[config.mk]
export PLATFORM = sky130hd
export DESIGN_NAME = ivc_hv_interp
export DESIGN_NICKNAME = d
export VERILOG_FILES = /design/src/rtl/ivc_pkg.sv /design/src/rtl/ivc_vpass.sv /design/src/rtl/ivc_hpass.sv /design/src/rtl/ivc_hv_interp.sv
export SDC_FILE = /design/constraint.sdc
export NUM_CORES = 2
export LEC_CHECK = 0
export ABC_AREA = 1
export BUFFER_PORTS_ARGS = -buffer_cell sky130_fd_sc_hd__buf_2
export CAP_MARGIN = 20
export CORE_MARGIN = 2
export CORE_UTILIZATION = 44
export CTS_CLUSTER_SIZE = 10
export DETAILED_ROUTE_END_ITERATION = 7
export PLACE_DENSITY_LB_ADDON = 0.2
export SLEW_MARGIN = 20
export SYNTH_ARGS = -nofsm -noshare
export SYNTH_HDL_FRONTEND = slang
export SYNTH_SLANG_ARGS = --single-unit
[constraint.sdc]
create_clock -name clk -period 22.1 [get_ports clk]
set_input_delay 3.315 -clock clk [delete_from_list [all_inputs] [get_ports clk]]
set_output_delay 3.315 -clock clk [all_outputs]
set_load 0.005 [all_outputs]
[src/rtl/ivc_pkg.sv]
package ivc_pkg;
  typedef logic signed [15:0] mid_t;
  typedef logic [7:0]         pix_t;

  localparam mid_t TAP_C  = 16'sd9;
  localparam mid_t H_BIAS = 16'sd16384;
  localparam mid_t H_LIFT = 16'sd128;
  localparam int   H_SHR  = 7;

  // zero-extend a pixel into a signed 16-bit lane
  function automatic mid_t widen(input pix_t p);
    return $signed({8'h00, p});
  endfunction

  // (-1, 9, 9, -1) kernel, modulo 2^16
  function automatic mid_t filt4(input mid_t a, input mid_t b, input mid_t c, input mid_t d);
    return TAP_C * (b + c) - a - d;
  endfunction
endpackage

[src/rtl/ivc_vpass.sv]
module ivc_vpass
  import ivc_pkg::*;
#(
  parameter int COLS = 12
) (
  input  logic       clk,
  input  logic       push,
  input  pix_t       pix,
  input  mid_t       rnd,
  input  logic [3:0] shamt,
  output mid_t       mid
);
  localparam int DEPTH = 3 * COLS;

  // last three input rows; tap COLS*k-1 is the same column k rows back
  pix_t line_q [DEPTH];

  always_ff @(posedge clk) begin
    if (push) begin
      line_q[0] <= pix;
      for (int i = 1; i < DEPTH; i++) line_q[i] <= line_q[i-1];
    end
  end

  mid_t acc;
  always_comb begin
    acc = filt4(widen(line_q[DEPTH-1]), widen(line_q[2*COLS-1]),
                widen(line_q[COLS-1]), widen(pix)) + rnd;
    mid = acc >>> shamt;
  end
endmodule

[src/rtl/ivc_hpass.sv]
module ivc_hpass
  import ivc_pkg::*;
(
  input  mid_t t0,
  input  mid_t t1,
  input  mid_t t2,
  input  mid_t t3,
  input  mid_t rnd,
  input  logic avg,
  input  pix_t prev,
  output pix_t pix
);
  mid_t       acc, shd, lvl;
  pix_t       put;
  logic [8:0] sum;

  always_comb begin
    acc = filt4(t0, t1, t2, t3) + (rnd - H_BIAS);
    shd = acc >>> H_SHR;
    lvl = shd + H_LIFT;
    if (lvl < 16'sd0)        put = 8'h00;
    else if (lvl > 16'sd255) put = 8'hFF;
    else                     put = lvl[7:0];
    sum = {1'b0, put} + {1'b0, prev} + 9'd1;
    pix = avg ? sum[8:1] : put;
  end
endmodule

[src/rtl/ivc_hv_interp.sv]
module ivc_hv_interp
  import ivc_pkg::*;
#(
  parameter int BLK_W = 8,
  parameter int BLK_H = 8
) (
  input  logic        clk,
  input  logic        rst_n,
  input  logic        in_valid,
  output logic        in_ready,
  input  logic [7:0]  in_pix,
  input  logic [15:0] rnd_val,
  input  logic [3:0]  vshift,
  input  logic        avg_en,
  input  logic [7:0]  prev_pix,
  output logic        out_valid,
  input  logic        out_ready,
  output logic [7:0]  out_pix
);
  localparam int COLS    = BLK_W + 4;
  localparam int IN_ROWS = BLK_H + 3;
  localparam int N_IN    = COLS * IN_ROWS;
  localparam int N_OUT   = BLK_W * BLK_H;
  localparam int N_MID   = COLS * BLK_H;
  localparam int CW      = $clog2(COLS);
  localparam int RW      = $clog2(IN_ROWS);
  localparam int XW      = $clog2(BLK_W);
  localparam int YW      = $clog2(BLK_H);

  typedef enum logic {ST_LOAD, ST_EMIT} st_t;
  st_t st_q;

  logic [CW-1:0] in_col;
  logic [RW-1:0] in_row;
  logic [XW-1:0] ox;
  logic [YW-1:0] oy;
  mid_t          rnd_q;
  logic [3:0]    sh_q;
  logic          avg_q;

  logic in_fire, out_fire, last_in, last_out, first_in;
  assign in_ready  = (st_q == ST_LOAD);
  assign out_valid = (st_q == ST_EMIT);
  assign in_fire   = in_valid && in_ready;
  assign out_fire  = out_valid && out_ready;
  assign last_in   = (int'(in_row) == IN_ROWS-1) && (int'(in_col) == COLS-1);
  assign last_out  = (int'(oy) == BLK_H-1) && (int'(ox) == BLK_W-1);
  assign first_in  = (in_row == '0) && (in_col == '0);

  // phase control, load counters and configuration capture
  always_ff @(posedge clk or negedge rst_n) begin
    if (!rst_n) begin
      st_q   <= ST_LOAD;
      in_col <= '0;
      in_row <= '0;
      ox     <= '0;
      oy     <= '0;
      rnd_q  <= '0;
      sh_q   <= '0;
      avg_q  <= 1'b0;
    end else if (st_q == ST_LOAD) begin
      if (in_fire) begin
        if (first_in) begin
          rnd_q <= $signed(rnd_val);
          sh_q  <= vshift;
          avg_q <= avg_en;
        end
        if (int'(in_col) == COLS-1) begin
          in_col <= '0;
          in_row <= last_in ? '0 : in_row + 1'b1;
        end else begin
          in_col <= in_col + 1'b1;
        end
        if (last_in) st_q <= ST_EMIT;
      end
    end else if (out_fire) begin
      if (int'(ox) == BLK_W-1) begin
        ox <= '0;
        oy <= last_out ? '0 : oy + 1'b1;
      end else begin
        ox <= ox + 1'b1;
      end
      if (last_out) st_q <= ST_LOAD;
    end
  end

  // vertical pass
  mid_t mid_new;
  ivc_vpass #(.COLS(COLS)) u_vpass (
    .clk   (clk),
    .push  (in_fire),
    .pix   (in_pix),
    .rnd   (rnd_q),
    .shamt (sh_q),
    .mid   (mid_new)
  );

  // intermediate store, written once row 3 of the input is reached
  mid_t mid_mem [N_MID];
  logic mid_we;
  int   wr_idx;
  assign mid_we = in_fire && (int'(in_row) >= 3);
  always_comb wr_idx = (int'(in_row) - 3) * COLS + int'(in_col);

  always_ff @(posedge clk) begin
    if (mid_we) mid_mem[wr_idx] <= mid_new;
  end

  // horizontal pass taps
  int   rd_base;
  mid_t tap [4];
  always_comb begin
    rd_base = int'(oy) * COLS + int'(ox);
    for (int k = 0; k < 4; k++) tap[k] = mid_mem[rd_base + k];
  end

  ivc_hpass u_hpass (
    .t0   (tap[0]),
    .t1   (tap[1]),
    .t2   (tap[2]),
    .t3   (tap[3]),
    .rnd  (rnd_q),
    .avg  (avg_q),
    .prev (prev_pix),
    .pix  (out_pix)
  );
endmodule

# Word-level counts from Yosys, hierarchy flattened
# Memory sizes are Yosys's and may differ from the RTL's.
# Cells that the tools add are included.
# op_classes
n_eq_ne	4
addsub	22
shift	1
magnitude_cmp	3
mul	4
bitwise	1
muxes	16
n_reduce_logical	13
# ops
op	count
$add A16 B16 Y16	3
$mul A5 B16 Y16 const A	2
$sub A16 B16 Y16	2
$sub A16 B9 Y16	2
$mux W8	3
$add A8 B8 Y9	2
$gt A16 B9 Y1 const B	1
$lt A16 B1 Y1 const B	1
$sshr A16 B4 Y16	1
$sub A16 B16 Y16 const B	1
$add A7 B2 Y7 const B	2
$add A9 B9 Y10 const B	1
$add A9 B1 Y9 const B	1
$mux W1	9
$reduce_and A3 Y1	3
$add A4 B1 Y4 const B	2
$eq A4 B4 Y1 const B	2
$logic_not A4 Y1	2
$mux W4	2
$add A7 B1 Y7 const B	1
$add A7 B3 Y7	1
$add A7 B5 Y7	1
$add A3 B1 Y3 const B	2
$eq A3 B1 Y1 const B	2
8 further kinds	15
# word_totals
out_inout_bits	10
register_bits	36
wordCells	74
in_bits	41
ramBits	1824
memories	2
# mem_list
memory	depth	width	rd	rd_clocked_by_memory_dff	write_ports	line	source
mid_mem	96	16	4	0	1	ivc_hv_interp.sv:99	mid_t mid_mem [N_MID];
u_vpass.line_q	36	8	36	0	36	ivc_vpass.sv:16	pix_t line_q [DEPTH];

# Logic depth before layout (Yosys ltp)
# An unclocked memory read counts as a cell.
# depth
ltp_word	16
ltp_mapped	63
ltp_nobuf	56

# Modules after synthesis
# Synthesis repeated with hierarchy kept, for this count alone.
# hier_totals
cells_unflattened	13655
area_unflattened_um2	112092.5
# modules_own_cells
module	area_each_um2	cells_per_inst	n_inst	seq_area_each_um2
ivc_hv_interp	96572.6	12330	1	47025.1
ivc_vpass	11750.0	786	1	8648.3
ivc_hpass	3769.9	539	1	0.0

# Least setup slack after synthesis
# Ideal clock, no wire load.
# synth_path
path_type	in2reg
start	input port in_pix[4]
end	memory mid_mem[0][10] (netlist bit), data pin
arrival_time_ns	13.650
required_ns	21.151
setup_slack_ns	7.500
cell_stages	26
path_buffers	0
setup_ns	0.949
cell_sequence	inv_1 -> ha_1 -> fa_1 -> inv_1 -> fa_1 -> inv_1 -> fa_1 -> ha_1 -> inv_1 -> nor2_1 -> nor2_1 -> o21ai_0 -> nand3_1 -> nand2_1 -> nand3_1 -> nand2_1 -> nand3_1 -> nand2_1 -> a21oi_1 -> nor2_1 -> nor2_1 -> xor2_1 -> o21ai_0 -> o21ai_0 -> mux2i_1 -> o21ai_0
# synth_between
elab_chain_cells	3
# synth_rtl
element	line	source
start, declared	ivc_hv_interp.sv:11	input logic [7:0] in_pix,
$sub A16 B9 Y16	ivc_pkg.sv:17	return TAP_C * (b + c) - a - d;
$add A16 B16 Y16	ivc_vpass.sv:28	widen(line_q[COLS-1]), widen(pix)) + rnd;
$sshr A16 B4 Y16	ivc_vpass.sv:29	mid = acc >>> shamt;
net mid_new[10]	ivc_hv_interp.sv:88	mid_t mid_new;
end, declared	ivc_hv_interp.sv:99	
# The timed path passes the listed nets, and every way through them passes these cells.

# Final worst setup path
# layout_path
start	register ox[1]
end	output port out_pix[7]
# layout_between
elab_chain_cells	15
elab_cells_between_ends	18
classes_between	add/sub: 11; mul: 1; order compare: 2; mux: 3; memory: 1
# layout_rtl
element	line	source
start, declared	ivc_hv_interp.sv:35	logic [XW-1:0] ox;
start signal, assigned	ivc_hv_interp.sv:81	ox <= ox + 1'b1;
$add A7 B3 Y7 *	ivc_hv_interp.sv:113	rd_base = int'(oy) * COLS + int'(ox);
$add A7 B1 Y7 or $add A7 B2 Y7 (tied branches)	ivc_hv_interp.sv:114	for (int k = 0; k < 4; k++) tap[k] = mid_mem[rd_base + k];
$mem_v2 Z96 W16 *	--	
$add A16 B16 Y16	ivc_pkg.sv:17	
$mul A5 B16 Y16	ivc_pkg.sv:17	
$sub A16 B16 Y16	ivc_pkg.sv:17	
$sub A16 B16 Y16 *	ivc_pkg.sv:17	
$add A16 B16 Y16 *	ivc_hpass.sv:18	acc = filt4(t0, t1, t2, t3) + (rnd - H_BIAS);
$add A9 B9 Y10 *	ivc_hpass.sv:20	lvl = shd + H_LIFT;
$gt A16 B9 Y1	ivc_hpass.sv:22	else if (lvl > 16'sd255) put = 8'hFF;
$mux W8	ivc_hpass.sv:22	
$mux W8 *	ivc_hpass.sv:21	if (lvl < 16'sd0) put = 8'h00;
$add A8 B8 Y9	ivc_hpass.sv:24	sum = {1'b0, put} + {1'b0, prev} + 9'd1;
$add A9 B1 Y9	ivc_hpass.sv:24	
$mux W8 *	ivc_hpass.sv:25	pix = avg ? sum[8:1] : put;
end, declared	ivc_hv_interp.sv:18	output logic [7:0] out_pix
# Mark *: on every way between the ends. The rest lies on a longest branch, timed or not.

==> summary.txt <==
Clocking
  – Clock sink count: between 1500 and 2000
  – Postcts setup bufs: 0
  – CTS tree: built
  – CTS-repair resized insts: 0
  – Maximum clock insertion buffer count: 3
  – Clock transition at path regs: ~0.050 ns
  – H-tree depth: 4
  – Clock buffer count from CTS: 220
  – Clk_lat worst skew: 0.94 ns
  – Clk root buf: clkbuf_16
  – CTS Hold Bufs: 0

Route
  – Final wirelength: between 400 and 500 mm
  – Pre-antenna DRT Iters: 8
  – Via/cell ratio: approximately 6.3
  – Post-route ant nets: 0
  – DR iter-0 viols: 17200
  – Drt wl/cell: approximately 31 um
  – Via Count: ~100k
  – Drt drc: 11

Min path
  – Min-Delay Path Class: reg2reg
  – Hold Crit Depth: 0
  – Worst Hold Path EP: u_vpass.line_q[5][31]$_DFFE_PP_
  – Hold path startpoint: u_vpass.line_q[5][23]$_DFFE_PP_

Worst setup path
  – Reg2Reg Depth: 32
  – CP max FO: 110
  – Crit path kind: reg2out
  – Worst R2R End: mid_mem[25][14]$_DFFE_PP_
  – Slowest CP cell: dfrtp_4
  – Critical path launch point type: register
  – Reg2Reg Launch Point: u_vpass.line_q[2][24]$_DFFE_PP_
  – CP required: between 15 and 20 ns
  – Crit end category: output pin
  – Reg2Reg Setup Slack: about 13 ns
  – WP buf/inv: 11
  – Slowest stage delay, CP: roughly 0.86 ns
  – Delay-heaviest family, CP: compound AO/OA/AOI/OAI gates
  – CP arrival: 14.21 ns

Placement
  – Dpl ws: between 5 and 6 ns
  – Cell total after placement: 15500
  – DPL Wire Length: 314 mm
  – IO buf count: 50
  – GPL Wtd Cong: 1.03

Logic synthesis
  – Most numerous cell in the Yosys netlist: nand2_1
  – Cells after Synth: approximately 13000
  – Syn_area_per_cell: ~8.4 sq um
  – Syn Nets: about 13000
  – Seq/Total Area, Yosys: 0.512
  – Netlist cell types: 63
  – Top cells by area, synth: edfxtp_1 50%, nand2_1 12%, o21ai_0 10%
  – Synth warn: 0
  – Number of synthesized register bits: roughly 1900
  – Yosys top cell by area: edfxtp_1
  – Most frequent cells after synthesis: 3488 x nand2_1, 2186 x o21ai_0, 1824 x edfxtp_1, 1184 x inv_1, 1019 x a21oi_1
  – Synth Cell Area: between 100000 and 150000 sq um
  – EDFF count, synth: ~1800
  – Share of the synthesized area in the top cell type: 0.503
  – Top_reg_cell synth: edfxtp_1
  – Async set or reset register ratio after synthesis: 0.0194

Floorplan
  – Die footprint: ~250000 sq um
  – Die height: between 500 and 600 um
  – Row Count: around 180
  – Top Ports: roughly 50
  – Die extent in x: 501 um
  – Initial core utilization: 0.442
  – Core ar.: approximately 250000 sq um

Global routing
  – Vias in the first global route: around 89000
  – Initial antenna violation count: 40
  – Global-route wire length before repair: between 600 and 700 mm
  – GRT Util Overall: 0.378
  – Grt ovf: 0
  – Pin count of the biggest net entering global routing: approximately 190

Timing
  – Fin crit period: ~18 ns
  – Fin Clk Skew: just over 0.05 ns
  – Final Setup Violations: 0
  – Fin worst setup slack: between 4 and 5 ns
  – Max-slew violation count: 0
  – Max frequency: approximately 57 MHz
  – Worst Max-Slew Pin Slew: 1.42 ns
  – Period utilisation layout: 0.793
  – Final hold vios: 0
  – Rel. slew slack: 0.0413
  – TNS Setup: 0 ns
  – RSZ-0062 raised after global routing: no
  – Fin Hold WS: 0.410 ns

Run status
  – Status: finished with violations
  – Failing checks: DRC

Cells and area
  – Nets: 12700
  – Fill cells: between 20000 and 25000
  – Multi-input gate area: ~46000 sq um
  – Fraction of layout cells with a size suffix above 1: 0.0618
  – Storage cell area: about 56000 sq um
  – Post-route insts no fill: between 15000 and 20000
  – Area Growth Syn to Fin: 9.70%

Job
  – Max-cap violations: 0
==> worst max path at each step <==
stage | from | cells past startpoint | slack [ns] | end
after floorplan | in_pix[4] | 26 | 7.50 | mid_mem[0][10]$_DFFE_PP_
after global placement | ox[1]$_DFFE_PN0P_ | 50 | 5.78 | out_pix[7]
after detailed placement | ox[1]$_DFFE_PN0P_ | 45 | 5.88 | out_pix[7]
after CTS | ox[1]$_DFFE_PN0P_ | 45 | 4.91 | out_pix[7]
after global routing | ox[1]$_DFFE_PN0P_ | 45 | 3.76 | out_pix[7]
final | ox[1]$_DFFE_PN0P_ | 46 | 4.58 | out_pix[7]
==> metal layers <==
| metal | part of all wire | global-route usage | vias to the layer above |
|---|---|---|---|
| li1 | - | - | 43800 |
| met1 | 0.40 | 0.523 | 47800 |
| met2 | 0.40 | 0.519 | 7285 |
| met3 | 0.15 | 0.132 | 1319 |
| met4 | 0.061 | 0.195 | 26 |
| met5 | 0.00059 | 0.00328 | - |
==> metrics by stage <==
| step | util | area, sq um |
|---|---|---|
| after global placement | 0.458 | 113000 |
| final | 0.485 | 119000 |
| after CTS | 0.485 | 119000 |
| after floorplan | - | 109000 |
| after detailed placement | 0.458 | 113000 |
| after global routing | 0.485 | 119000 |
==> worst reg2reg max path: cells and delay by family, from the launching register on <==
family	cells	cell delay [ns]
DFF	1	0.57
and+or+nand+nor	9	0.94
adders and majority gates	6	2.37
buffers and inverters	5	1.50
AOI/OAI and AO/OA	10	2.22
xor gates and xnor gates	2	0.55
==> flip-flops by register name, summed over array words and instances, names as in the netlist <==
signal and cells:
oy 3, mid_mem 1536, ox 3, out_valid 1, in_col 4, avg_q 1
u_vpass.line_q 288, rnd_q 16, sh_q 4, in_row 4
==> layout by cell type (no fill, tap or decap), types with 55 or more instances in the layout <==
master	netlist	routed
ha_1	152	148
nor2_1	331	232
fa_1	69	69
buf_4	4	206
o221ai_1	56	55
nand2_1	3488	3478
edfxtp_1	1824	1824
clkbuf_1	779	59
o211ai_1	236	236
clkbuf_16	0	221
a221oi_1	98	98
nand3_1	735	735
inv_1	1184	1177
a32o_1	62	62
o21ai_0	2186	2175
a21oi_1	1019	1019
nor2_4	0	75
==> kinds of logic (layout without fill, tap and decap cells) <==
group	count (synthesis)	count (layout)	share of synthesized area
adders and majority gates	221	221	0.0302
other	0	13	0
and+or+nand+nor	4622	4622	0.169
buffers and inverters	2191	1833	0.0762
muxes	55	55	0.00519
xor gates and xnor gates	71	71	0.00665
DFF	1860	1860	0.512
AOI/OAI and AO/OA	3916	3916	0.201
==> layout make-up <==
class | instances | share of cell area
diodes | 13 | 0.000273
flip-flops and latches | 1860 | 0.467
multi-input cells | 8885 | 0.385
repair buffers | 291 | 0.0209
clock inverters | 59 | 0.00643
well taps | 3220 | 0.0338
clock buffers | 285 | 0.0488
inverters | 1198 | 0.0381
Power is left out: the tool's default activity adds up to more than one toggle a clock period on the data nets, which glitch-free logic cannot reach.
